$ cat config.mk
export PLATFORM = sky130hd
export DESIGN_NAME = frame_len_stats
export DESIGN_NICKNAME = d
export VERILOG_FILES = /design/src/rtl/frame_len_stats.sv
export SDC_FILE = /design/constraint.sdc
export NUM_CORES = 1
export LEC_CHECK = 0
export ABC_CLOCK_PERIOD_IN_PS = 6190
export CAP_MARGIN = 20
export CORE_MARGIN = 2
export CORE_UTILIZATION = 65
export CTS_CLUSTER_DIAMETER = 120
export CTS_CLUSTER_SIZE = 28
export DETAILED_ROUTE_END_ITERATION = 8
export PLACE_DENSITY = 0.93
export SETUP_SLACK_MARGIN = 0.5
export SYNTH_ARGS = -nofsm -noshare
export SYNTH_HDL_FRONTEND = slang
export SYNTH_SLANG_ARGS = --single-unit
$ cat constraint.sdc
create_clock -name clk -period 6.19 [get_ports clk]
set_input_delay 1.238 -clock clk [delete_from_list [all_inputs] [get_ports clk]]
set_output_delay 1.238 -clock clk [all_outputs]
set_load 0.02 [all_outputs]
$ cat src/rtl/frame_len_stats.sv
module frame_len_stats #(
  parameter int CNT_W    = 32,
  parameter int LEN_W    = 16,
  parameter int MIN_LEN  = 64,
  parameter int STD_MAX  = 1518,
  parameter int VLAN_MAX = 1522,
  parameter int BKT_LO   = 1024,
  localparam int NCNT    = 6,
  localparam int IDX_W   = $clog2(NCNT)
) (
  input  logic             clk,
  input  logic             rst_n,
  input  logic             mode_jumbo,
  input  logic             mode_vlan,
  input  logic             ev_valid,
  input  logic             ev_tx,
  input  logic [LEN_W-1:0] ev_len,
  input  logic             ev_fcs_ok,
  input  logic [LEN_W-1:0] ev_defer,
  input  logic             clr_req,
  output logic             clr_done,
  output logic             defer_irq,
  input  logic [IDX_W-1:0] rd_idx,
  output logic [CNT_W-1:0] rd_data
);

  logic [CNT_W-1:0] cnt [NCNT];
  logic             clr_busy;
  logic [IDX_W-1:0] clr_ptr;
  logic [LEN_W-1:0] max_len;
  logic             len_ok_lo, len_ok_hi, good, in_bkt, take;
  logic [NCNT-1:0]  hit;
  logic [CNT_W-1:0] rd_next;

  assign max_len   = mode_vlan ? LEN_W'(VLAN_MAX) : LEN_W'(STD_MAX);
  assign len_ok_lo = ev_len >= LEN_W'(MIN_LEN);
  assign len_ok_hi = ev_len <= max_len;
  assign good      = ev_fcs_ok && len_ok_lo && (mode_jumbo || len_ok_hi);
  assign in_bkt    = (ev_len >= LEN_W'(BKT_LO)) && len_ok_hi;
  assign take      = ev_valid && !clr_busy;

  assign hit[0] = take && !ev_tx && good;
  assign hit[1] = take &&  ev_tx && good;
  assign hit[2] = take && !ev_tx && in_bkt;
  assign hit[3] = take &&  ev_tx && in_bkt;
  assign hit[4] = take && !ev_tx && !len_ok_hi;
  assign hit[5] = take &&  ev_tx && (ev_defer > max_len);

  always_ff @(posedge clk or negedge rst_n) begin
    if (!rst_n) begin
      for (int i = 0; i < NCNT; i++) cnt[i] <= '0;
    end else begin
      for (int i = 0; i < NCNT; i++) begin
        if (clr_busy && clr_ptr == IDX_W'(i)) cnt[i] <= '0;
        else if (hit[i] && cnt[i] != '1)     cnt[i] <= cnt[i] + 1'b1;
      end
    end
  end

  always_ff @(posedge clk or negedge rst_n) begin
    if (!rst_n) begin
      clr_busy <= 1'b0;
      clr_ptr  <= '0;
      clr_done <= 1'b0;
    end else begin
      clr_done <= 1'b0;
      if (!clr_busy) begin
        if (clr_req) begin
          clr_busy <= 1'b1;
          clr_ptr  <= '0;
        end
      end else if (clr_ptr == IDX_W'(NCNT-1)) begin
        clr_busy <= 1'b0;
        clr_done <= 1'b1;
      end else begin
        clr_ptr <= clr_ptr + 1'b1;
      end
    end
  end

  always_comb begin
    rd_next = '0;
    for (int i = 0; i < NCNT; i++)
      if (rd_idx == IDX_W'(i)) rd_next = cnt[i];
  end

  always_ff @(posedge clk or negedge rst_n) begin
    if (!rst_n) begin
      defer_irq <= 1'b0;
      rd_data   <= '0;
    end else begin
      defer_irq <= hit[5];
      rd_data   <= rd_next;
    end
  end

  p_done_pulse_r7: assert property (@(posedge clk) disable iff (!rst_n)
    clr_done |=> !clr_done);

  p_walk_ignores_req_r7: assert property (@(posedge clk) disable iff (!rst_n)
    (clr_busy && clr_ptr != IDX_W'(NCNT-1)) |=> (clr_busy && !clr_done));

  p_irq_source_r6: assert property (@(posedge clk) disable iff (!rst_n)
    defer_irq |-> $past(ev_valid && ev_tx && !clr_busy));

  p_irq_pulse_r6: assert property (@(posedge clk) disable iff (!rst_n)
    defer_irq |=> !defer_irq || $past(ev_valid && ev_tx && !clr_busy));

  p_no_irq_in_walk_r8: assert property (@(posedge clk) disable iff (!rst_n)
    clr_busy |=> !defer_irq);

  p_unused_idx_r10: assert property (@(posedge clk) disable iff (!rst_n)
    (rd_idx >= IDX_W'(NCNT)) |=> (rd_data == '0));

  for (genvar g = 0; g < NCNT; g++) begin : g_mono
    p_no_wrap_r9: assert property (@(posedge clk) disable iff (!rst_n)
      (!clr_busy && !clr_req) |=> (cnt[g] >= $past(cnt[g])));
    p_hold_sat_r9: assert property (@(posedge clk) disable iff (!rst_n)
      (cnt[g] == '1 && !clr_busy && !clr_req) |=> (cnt[g] == '1));
  end

endmodule

==> summary.md <==
| Metric | Value |
|---|---|
| Outcome | `complete, no violations` |
| Avg Inst Size Synth | `9.25 um^2` |
| EDFF count, synth | `0` |
| Post-CTS setup buffer count | `0` |
| IO Pins | `77` |
| Crit path max fanout | `17` |
| RSZ-0062 raised after global routing | `no` |
| Largest net degree at the start of global routing | `136` |
| Number of port buffers | `76` |
| Final Hold Fails | `0` |
| Setup-failing EPs final | `0` |
| Length of the first detailed-routing pass in iterations | `6` |
| First-pass GRT wire length | `54.5 mm` |
| Synthesis-stage register bit count | `230` |
| Final slew viol count | `0` |
| Predominant post-synthesis flop cell | `dfrtp_1` |
| Final period util | `68.1%` |
| Syn Inst Count | `1374` |
| Inserted Diodes | `0` |
| Netlist cell types | `58` |
| DRC errors left | `0` |
| Fin Setup TNS | `0 ns` |
| Ratio of cells with drive above 1 in the final layout | `4.46%` |
| Clock sinks | `230` |
| Worst-Margin Slew | `1.09 ns` |
| Worst-skew pair later-pin latency | `0.49 ns` |
| Routed vias/inst | `6.63` |
| CTS HTree Levels | `1` |
| Ys async rst share | `100%` |
| Sequential area share after synthesis | `45.3%` |
| CTS Buf Count | `12` |
| DRT iter0 DRCs | `1420` |
| Non-Filler Instances | `1678` |
| # hold bufs at CTS | `0` |
| Core area | `roughly 0.019 mm^2` |
| Row cnt | `51` |
| Global Route Usage Sum | `approximately 33%` |
| Synth Warn # | `0` |
| Crit path arrival time | `4.60 ns` |
| Syn-to-layout area delta | `10.7%` |
| Worst VDD drop | `0.000174 V` |
| Leak pwr | `around 6 nW` |
| Post-CTS resize count | `0` |
| Met1 usage | `45.3%` |
| CP startpoint kind | `primary input` |
| Wirelength per Cell | `about 20 um` |
| Met2 usage | `53.6%` |
| Via count | `11100` |
| Initial Util | `65.8%` |
| Hold WC Path Type | `reg2reg` |
| Antenna Nets Post-Route | `0` |
| WP data required | `around 6.6 ns` |
| Synth area leaders | `dfrtp_1, nor2_1, xor2_1` |
| Syn Std Cell Area | `0.0127 mm^2` |
| Maxcap violations | `0` |
| Clk pin slew, worst setup/hold paths | `0.11 ns` |
| Max Root-Sink Buffers | `3` |
| DIE AREA | `just over 0.02 mm^2` |
| CTS tree | `done` |
| Top-area cell type share of the netlist area | `45.3%` |
| Vias in the first global route | `between 10000 and 15000` |
| Minimum clock period | `4.22 ns` |
| Leading area contributor after synthesis | `dfrtp_1` |
| Routability Congestion | `0.937` |
| Final #Nets | `1473` |
| HPWL after DPL | `23.4 mm` |
| Syn Nets | `roughly 1400` |
| Setup crit end kind | `flip-flop` |
| Antenna violations before repair | `0` |
| Root Driver | `clkbuf_16` |
| Top-count cell post-synth | `dfrtp_1` |
| Fmax | `237 MHz` |
| Commonest cells in the netlist | `dfrtp_1, nor2_1, nand2_1, xor2_1, nand3_1` |
| Gr busiest metal | `met2` |
| Pwr/cell area | `214 mW/mm^2` |
| DRT Wirelength | `33.7 mm` |
| GRT overflow | `0` |
| Max Clock Skew | `around 0.031 ns` |
| Die Y | `around 140 um` |
| Die width | `144 um` |
| Met3 Usage GRT | `3.90%` |
| Slew HR | `27.4%` |
| Setup CP Type | `in2reg` |
| Placed cell count | `1662` |
[per-stage QoR]
stage                     cell area [um^2]  utilization [%]  worst slack, ns  total power [mW]  hold slack (ns)
after floorplan                      12700                -             2.63              1.93            0.456
after global placement               13700             70.7             1.83              2.09            0.478
after detailed placement             13700             70.7             1.67              2.11            0.495
after CTS                            14000             72.6             2.00              2.98            0.519
after global routing                 14100             72.8             1.81              3.11            0.559
final                                14100             72.8             1.97              3.01            0.541
[cells in the final DEF, fill, tap and decap left out, types with 7 or more instances in the layout]
master             n
inv_1             33
clkbuf_16         13
and3_1            39
nand2_1          122
or3_1             27
and4_1            14
nand3_1           76
ha_1              17
xnor2_1           71
nand4_1           59
dfrtp_1          230
o221ai_1          26
o21ai_0           32
nor4_1            25
and2_1            14
buf_4             16
o22ai_1            7
nor2_1           205
xor2_1            81
nor3_2             7
mux2i_1           64
clkdlybuf4s50_1   74
a21oi_1           55
nor3_1            37
[power by group]
| group | leakage [nW] | internal, mW | switching, mW | total, mW |
|---|---|---|---|---|
| combinational | 2.61 | 0.162 | 0.353 | 0.516 |
| sequential | 3.20 | 1.55 | 0.0542 | 1.60 |
| clock | 0.172 | 0.389 | 0.499 | 0.888 |
| total | 5.98 | 2.10 | 0.907 | 3.01 |
[layer usage]
metal | routed length, um | part of all wire [%]
met5 | 0 | 0
met4 | 1930 | 5.7
met3 | 2610 | 7.7
met2 | 15900 | 47
met1 | 13300 | 39
[worst paths after layout]
kind                       cells past startpoint                  from  slack (ns)                     to
max                                           11             mode_vlan        1.97    cnt[86]$_DFFE_PN0P_
max reg2reg                                    7   cnt[79]$_DFFE_PN0P_        2.94    cnt[95]$_DFFE_PN0P_
min in group asynchronous                      1                 rst_n        0.86   cnt[129]$_DFFE_PN0P_
max in group asynchronous                      2                 rst_n        4.06    cnt[20]$_DFFE_PN0P_
min                                            2  cnt[127]$_DFFE_PN0P_        0.54  rd_data[31]$_DFF_PN0_
min reg2reg                                    2  cnt[127]$_DFFE_PN0P_        0.54  rd_data[31]$_DFF_PN0_
[sequential cells by signal (all words and copies together) (netlist names)]
name	count
clr_busy	1
clr_done	1
rd_data	32
cnt	192
clr_ptr	3
defer_irq	1
[final cells by class]
cell class,count,area [um^2]
Tap cell,265,332
Timing Repair Buffer,93,918
Fill cell,1344,5260
Inverter,33,124
Multi-Input combinational cell,1043,6590
Clock inverter,1,30.0
Clock buffer,13,325
Sequential cell,230,5760
[logic make-up after synthesis]
logic type,count (synthesis),share of synthesized area [%]
AO/OA/AOI/OAI,150,7.80
flip-flops,230,45.3
XOR/XNOR,152,10.5
buffers and inverters,101,3.14
AND/OR/NAND/NOR,654,25.5
adder cells (fa/ha/maj),17,1.67
multiplexers,70,6.10
[critical path, stage by stage]
cell             delay (ns)
clkdlybuf4s50_1        0.57
inv_1                  0.10
ha_1                   0.31
nand3b_1               0.08
o311ai_1               0.49
o31ai_1                0.11
buf_4                  0.20
a2111oi_4              0.92
nand4_1                0.26
xor2_1                 0.24
nor2_1                 0.07
Note: power is estimated with default switching activity, not from simulation.
